--- config.mk ---
export PLATFORM = sky130hd
export DESIGN_NAME = blk_sec_gate
export DESIGN_NICKNAME = d
export VERILOG_FILES = /design/src/rtl/sec_gate_pkg.sv /design/src/rtl/sec_gate_regs.sv /design/src/rtl/sec_gate_decide.sv /design/src/rtl/blk_sec_gate.sv
export SDC_FILE = /design/constraint.sdc
export NUM_CORES = 1
export LEC_CHECK = 0
export ABC_AREA = 0
export BUFFER_PORTS_ARGS = -buffer_cell sky130_fd_sc_hd__buf_4
export CAP_MARGIN = 5
export CELL_PAD_IN_SITES_DETAIL_PLACEMENT = 0
export CELL_PAD_IN_SITES_GLOBAL_PLACEMENT = 1
export CORE_ASPECT_RATIO = 1.1
export CORE_MARGIN = 8
export CORE_UTILIZATION = 30
export DETAILED_ROUTE_END_ITERATION = 12
export GPL_TIMING_DRIVEN = 0
export PLACE_DENSITY_LB_ADDON = 0.1
export SYNTH_ARGS = -nofsm -noshare
export SYNTH_HDL_FRONTEND = slang
export SYNTH_SLANG_ARGS = --single-unit
--- constraint.sdc ---
create_clock -name clk -period 2.62 [get_ports clk]
set_input_delay 0.131 -clock clk [delete_from_list [all_inputs] [get_ports clk]]
set_output_delay 0.131 -clock clk [all_outputs]
set_load 0.01 [all_outputs]
--- src/rtl/sec_gate_pkg.sv ---
package sec_gate_pkg;
  localparam int CTRL_WIDX     = 0;
  localparam int CFG_WIDX      = 1;
  localparam int LUT_BASE_WIDX = 4;
  localparam int LUT_MAX_WORDS = 15;
  localparam int MIN_SHIFT     = 5;

  // bits of table word w that map to an existing block
  function automatic logic [31:0] word_mask(input int w, input int blk_cnt);
    logic [31:0] m;
    for (int b = 0; b < 32; b++) m[b] = ((w * 32 + b) < blk_cnt);
    return m;
  endfunction
endpackage

--- src/rtl/sec_gate_regs.sv ---
module sec_gate_regs
  import sec_gate_pkg::*;
#(
  parameter int SIZE_CODE  = 1,
  parameter int COUNT_CODE = 6,
  parameter int BLK_CNT    = 64,
  parameter int NWORDS     = 2
) (
  input  logic                   clk,
  input  logic                   rst,
  input  logic                   reg_wr,
  input  logic                   reg_rd,
  input  logic [7:0]             reg_addr,
  input  logic [31:0]            reg_wdata,
  output logic [31:0]            reg_rdata,
  output logic [1:0]             ctrl_q,
  output logic [NWORDS*32-1:0]   lut_bits
);
  localparam logic [31:0] CFG_VAL = {1'b1, 19'd0, 4'(COUNT_CODE), 4'd0, 4'(SIZE_CODE)};

  logic [5:0]  widx;
  logic [31:0] lut_w [NWORDS];
  logic [31:0] rd_val;
  logic        unused_bits;

  assign widx        = reg_addr[7:2];
  assign unused_bits = ^{reg_addr[1:0]};

  always_ff @(posedge clk) begin
    if (rst)                                     ctrl_q <= 2'b00;
    else if (reg_wr && widx == 6'(CTRL_WIDX))    ctrl_q <= reg_wdata[1:0];
  end

  for (genvar w = 0; w < NWORDS; w++) begin : g_word
    localparam logic [31:0] MASK = word_mask(w, BLK_CNT);
    always_ff @(posedge clk) begin
      if (rst)                                          lut_w[w] <= '0;
      else if (reg_wr && widx == 6'(LUT_BASE_WIDX + w)) lut_w[w] <= reg_wdata & MASK;
    end
    assign lut_bits[w*32 +: 32] = lut_w[w];
  end

  always_comb begin
    rd_val = '0;
    if (widx == 6'(CTRL_WIDX)) rd_val = {30'd0, ctrl_q};
    if (widx == 6'(CFG_WIDX))  rd_val = CFG_VAL;
    for (int w = 0; w < NWORDS; w++)
      if (widx == 6'(LUT_BASE_WIDX + w)) rd_val = lut_w[w];
  end

  always_ff @(posedge clk) begin
    if (rst)         reg_rdata <= '0;
    else if (reg_rd) reg_rdata <= rd_val;
  end
endmodule

--- src/rtl/sec_gate_decide.sv ---
module sec_gate_decide
  import sec_gate_pkg::*;
#(
  parameter int SIZE_CODE = 1,
  parameter int BLK_CNT   = 64,
  parameter int NWORDS    = 2,
  parameter int OFS_W     = 16
) (
  input  logic                 clk,
  input  logic                 rst,
  input  logic                 acc_valid,
  input  logic [OFS_W-1:0]     acc_ofs,
  input  logic                 acc_write,
  input  logic                 acc_nsec,
  input  logic [31:0]          acc_wdata,
  input  logic [1:0]           ctrl_q,
  input  logic [NWORDS*32-1:0] lut_bits,
  output logic                 fwd_valid,
  output logic [OFS_W-1:0]     fwd_ofs,
  output logic                 fwd_write,
  output logic                 fwd_nsec,
  output logic [31:0]          fwd_wdata,
  output logic                 deny_valid,
  output logic                 deny_err,
  output logic                 fault
);
  localparam int SHIFT = SIZE_CODE + MIN_SHIFT;
  localparam int IDX_W = $clog2(NWORDS * 32);

  logic [OFS_W-1:0] blk_idx;
  logic             in_range;
  logic             ns_ok;
  logic             deny;

  assign blk_idx  = acc_ofs >> SHIFT;
  assign in_range = (blk_idx < OFS_W'(BLK_CNT));
  assign ns_ok    = in_range & lut_bits[blk_idx[IDX_W-1:0]];
  assign deny     = acc_valid & acc_nsec & ~ns_ok;

  always_ff @(posedge clk) begin
    if (rst) begin
      fwd_valid  <= 1'b0;
      deny_valid <= 1'b0;
      deny_err   <= 1'b0;
      fault      <= 1'b0;
      fwd_ofs    <= '0;
      fwd_write  <= 1'b0;
      fwd_nsec   <= 1'b0;
      fwd_wdata  <= '0;
    end else begin
      fwd_valid  <= acc_valid & ~deny;
      deny_valid <= deny;
      deny_err   <= deny & ctrl_q[1];
      fault      <= deny & ctrl_q[0];
      if (acc_valid) begin
        fwd_ofs   <= acc_ofs;
        fwd_write <= acc_write;
        fwd_nsec  <= acc_nsec;
        fwd_wdata <= acc_wdata;
      end
    end
  end
endmodule

--- src/rtl/blk_sec_gate.sv ---
module blk_sec_gate
  import sec_gate_pkg::*;
#(
  parameter int SIZE_CODE  = 1,
  parameter int COUNT_CODE = 6,
  parameter int OFS_W      = 16
) (
  input  logic             clk,
  input  logic             rst,
  input  logic             reg_wr,
  input  logic             reg_rd,
  input  logic [7:0]       reg_addr,
  input  logic [31:0]      reg_wdata,
  output logic [31:0]      reg_rdata,
  input  logic             acc_valid,
  input  logic [OFS_W-1:0] acc_ofs,
  input  logic             acc_write,
  input  logic             acc_nsec,
  input  logic [31:0]      acc_wdata,
  output logic             fwd_valid,
  output logic [OFS_W-1:0] fwd_ofs,
  output logic             fwd_write,
  output logic             fwd_nsec,
  output logic [31:0]      fwd_wdata,
  output logic             deny_valid,
  output logic             deny_err,
  output logic             fault
);
  localparam int BLK_CNT = 1 << COUNT_CODE;
  localparam int NWORDS  = (BLK_CNT + 31) / 32;

  logic [1:0]           ctrl_q;
  logic [NWORDS*32-1:0] lut_bits;

  sec_gate_regs #(
    .SIZE_CODE(SIZE_CODE), .COUNT_CODE(COUNT_CODE),
    .BLK_CNT(BLK_CNT), .NWORDS(NWORDS)
  ) regs_i (
    .clk(clk), .rst(rst), .reg_wr(reg_wr), .reg_rd(reg_rd),
    .reg_addr(reg_addr), .reg_wdata(reg_wdata), .reg_rdata(reg_rdata),
    .ctrl_q(ctrl_q), .lut_bits(lut_bits)
  );

  sec_gate_decide #(
    .SIZE_CODE(SIZE_CODE), .BLK_CNT(BLK_CNT), .NWORDS(NWORDS), .OFS_W(OFS_W)
  ) decide_i (
    .clk(clk), .rst(rst), .acc_valid(acc_valid), .acc_ofs(acc_ofs),
    .acc_write(acc_write), .acc_nsec(acc_nsec), .acc_wdata(acc_wdata),
    .ctrl_q(ctrl_q), .lut_bits(lut_bits),
    .fwd_valid(fwd_valid), .fwd_ofs(fwd_ofs), .fwd_write(fwd_write),
    .fwd_nsec(fwd_nsec), .fwd_wdata(fwd_wdata),
    .deny_valid(deny_valid), .deny_err(deny_err), .fault(fault)
  );
endmodule

==> impl_metrics.env <==
export IMPL_die_y_um=168
export IMPL_setup_slack_ns=0.322
export IMPL_postRouteAntennaNets=0
export IMPL_via_per_inst=4.72
export IMPL_die_area_sq_mm=0.0260
export IMPL_max_vdd_ir_drop_uv=391
export IMPL_hold_violations=0
export IMPL_p_leak_nw=3.96
export IMPL_startpoint_type="input pin"
export IMPL_clock_latency_ns=0.43
export IMPL_path_class="in2reg"
export IMPL_gr_total_overflow=0
export IMPL_post_cts_buffers=0
export IMPL_seqPwrFrac_pct=45.9
export IMPL_ys_seq_elements=152
export IMPL_p_comb_share_pct=11.8
export IMPL_yosys_top_cells_area="edfxtp_1 (30%), dfxtp_1 (28%), mux2i_1 (11%)"
export IMPL_crit_arrival_ns=2.43
export IMPL_cts_tree="yes"
export IMPL_syn_inst=525
export IMPL_routed_wl_mm=19.5
export IMPL_required_ns=2.75
export IMPL_worstMarginPinSlew_ns=0.756
export IMPL_total_power_mw=5.79
export IMPL_slowest_stage="nor4_2"
export IMPL_cts_buffer_depth=2
export IMPL_internal_power_mw=4.46
export IMPL_final_layout_size_suffix_gt1_share_pct=28.1
export IMPL_postLayoutCoreUtil_pct=45.3
export IMPL_drt_initial_drc_count=173
export IMPL_fin_crit_ns=2.30
export IMPL_cpPeakStageDelay_ns=0.67
export IMPL_cap_violations=0
export IMPL_place_ws_ns=-0.694
export IMPL_worst_hold_slack_ns=0.0196
export IMPL_num_vias=5019
export IMPL_yosysTopAreaCell="edfxtp_1"
export IMPL_syn_nets=620
export IMPL_avgSynthCellArea_sq_um=12.1
export IMPL_cts_inserted_buffers=17
export IMPL_rsz0062_at_grt="false"
export IMPL_num_antenna_cells=0
export IMPL_synth_cell_types=34
export IMPL_firstDrtPassIters=4
export IMPL_p_sw_mw=1.33
export IMPL_num_rows=55
export IMPL_min_period_over_period_pct=87.7
export IMPL_area_growth_pct=47.8
export IMPL_p_clk_share_pct=42.3
export IMPL_root_buffer="clkbuf_16"
export IMPL_ys_flop_type="dfxtp_1"
export IMPL_cp_common_cell="buf_2"
export IMPL_synth_top_area_share_pct=30.4
export IMPL_grt_pass1_wl_mm=30.9
export IMPL_gp_congestion=0.761
export IMPL_clk_pin_slew_ns=0.06
export IMPL_p_per_area_mw_per_mm2=619
export IMPL_hold_class="in2reg"
export IMPL_ioPinCount=181
export IMPL_nNetsFinal=889
export IMPL_die_x_um=155
export IMPL_finalSetupViolCount=0
export IMPL_cts_sinks=152
export IMPL_synthesis_area_sq_mm=0.00633
export IMPL_drv_slew=0
export IMPL_grt_use_total_pct=15.4
export IMPL_start_util_pct=30.7
export IMPL_htree_levels=4
export IMPL_drc=0
export IMPL_coreArea_sq_mm=0.0206
export IMPL_grt_max_degree=20
export IMPL_synth_edff_count=64
export IMPL_endpoint_kind="flip-flop"
export IMPL_wl_per_cell_um=18.4
export IMPL_yosys_warnings=0
export IMPL_cp_cell_sequence="buf_4 > nor4_2 > and3_1 > buf_2 > buf_2 > a21o_2 > buf_16"
export IMPL_setup_tns_ns=0
export IMPL_io_buffers=172
export IMPL_slew_headroom_pct=49.6
export IMPL_finalClockSkew_ns=0.0142
export IMPL_worstPathMaxFanout=18
export IMPL_ys_async_sr_fraction_pct=0
export IMPL_hpwlAfterDp_mm=14.7
export IMPL_grt_antenna_before_repair=0
export IMPL_fmax_ghz=0.435
export IMPL_yosysSeqAreaShare_pct=58.2
export IMPL_first_global_vias=5512
export IMPL_sw_frac_of_total_pct=22.9
export IMPL_fillers=1977
export IMPL_status="finished clean"
worst paths after layout:
kind | startpoint | end | slack, ns | depth (start not counted)
setup / recovery | reg_addr[5] | regs_i.lut_w[1][29]$_SDFFCE_PN0P_ | 0.32 | 7
hold / removal | reg_wdata[4] | regs_i.lut_w[0][4]$_SDFFCE_PN0P_ | 0.02 | 2
setup reg to reg | regs_i.lut_w[0][23]$_SDFFCE_PN0P_ | decide_i.fwd_valid$_SDFF_PP0_ | 0.51 | 5
hold reg to reg | regs_i.ctrl_q[0]$_SDFFE_PP0P_ | decide_i.fault$_SDFF_PP0_ | 0.47 | 2
state kept, by name, summed over array words and instances, names as in the netlist:
register             cells
decide_i.fwd_write       1
regs_i.lut_w            64
decide_i.fwd_wdata      32
regs_i.ctrl_q            2
decide_i.fwd_valid       1
decide_i.fwd_nsec        1
regs_i.reg_rdata        32
decide_i.deny_err        1
decide_i.fault           1
decide_i.deny_valid      1
decide_i.fwd_ofs        16
placed cells by master, fill, tap and decap left out, types with 2 or more instances in the layout:
cell	netlist	final
clkinvlp_4	0	2
nand2_1	6	6
clkinv_2	0	4
mux4_1	8	8
buf_4	1	173
clkinv_4	0	2
dfxtp_1	88	88
a211oi_1	27	27
edfxtp_1	64	64
and3b_1	3	3
nor2b_1	2	2
buf_2	7	7
mux2i_1	69	69
buf_1	9	9
clkbuf_1	23	26
nor2_1	89	89
and2_1	65	65
o21ai_0	3	3
a22oi_1	28	28
mux4_2	7	7
a21oi_1	6	6
nand3_1	2	2
buf_16	0	2
nor3_2	2	2
dlygate4sd3_1	0	76
a21o_2	0	2
bufinv_16	0	3
clkbuf_16	0	17
power by group through the flow:
| stage | Clock (mW) | Sequential (mW) | Combinational [mW] |
|---|---|---|---|
| after floorplan | 0 | 2.72 | 0.250 |
| after global placement | 0 | 2.71 | 0.585 |
| after detailed placement | 0 | 2.71 | 0.604 |
| after CTS | 2.51 | 2.66 | 0.699 |
| after global routing | 2.62 | 2.67 | 0.745 |
| final | 2.45 | 2.66 | 0.686 |
area by class of cell:
type | instances | area [sq um] | area share [%]
sequential | 152 | 3680 | 39.4
multi-input combinational | 331 | 2480 | 26.5
timing repair buffer | 250 | 2110 | 22.5
clock inverter | 12 | 151 | 1.62
tap | 256 | 320 | 3.42
buffer | 41 | 174 | 1.86
clock buffer | 20 | 437 | 4.67
inverter | 1 | 3.75 | 0.0401
worst max-delay path: cells and delay by family:
| kind | cells | cell delay [ns] |
|---|---|---|
| compound gates | 1 | 0.45 |
| simple gates | 2 | 0.94 |
| buf+inv | 4 | 0.89 |
per-stage QoR:
step                      area, sq um  cells
after floorplan                  6330    525
after global placement           7940    953
after detailed placement         8000    955
after CTS                        9350   1063
after global routing             9360   1063
final                            9360   1063
metal layers:
layer | share of wire [%] | global-route usage (%)
met4 | 0.87 | 4.69
met1 | 42 | 17.9
met5 | 0 | 0
met3 | 6.4 | 4.43
met2 | 51 | 27.0
cells by family (layout without fill, tap and decap cells):
group           after synthesis  in the layout  share of synthesized area [%]
compound gates               70             70                           8.00
flops                       152            152                           58.2
buf+inv                      42            324                           2.81
simple gates                176            176                           14.1
mux                          85             85                           16.9
synthesized netlist by cell type, types with 3 or more instances:
cell and number:
a211oi_1 27, a21oi_1 6, a22oi_1 28, and2_1 65, and3b_1 3, buf_1 9
buf_2 7, clkbuf_1 23, dfxtp_1 88, edfxtp_1 64, mux2i_1 69, mux4_1 8
mux4_2 7, nand2_1 6, nor2_1 89, o21ai_0 3
timing repair:
action,4_1_cts,5_1_grt
resized for setup,1,2
setup endpoints to repair,64,37
hold buffers,76,0
endpoints found under the hold margin,102,0
Power figures use the tool's default switching activity.
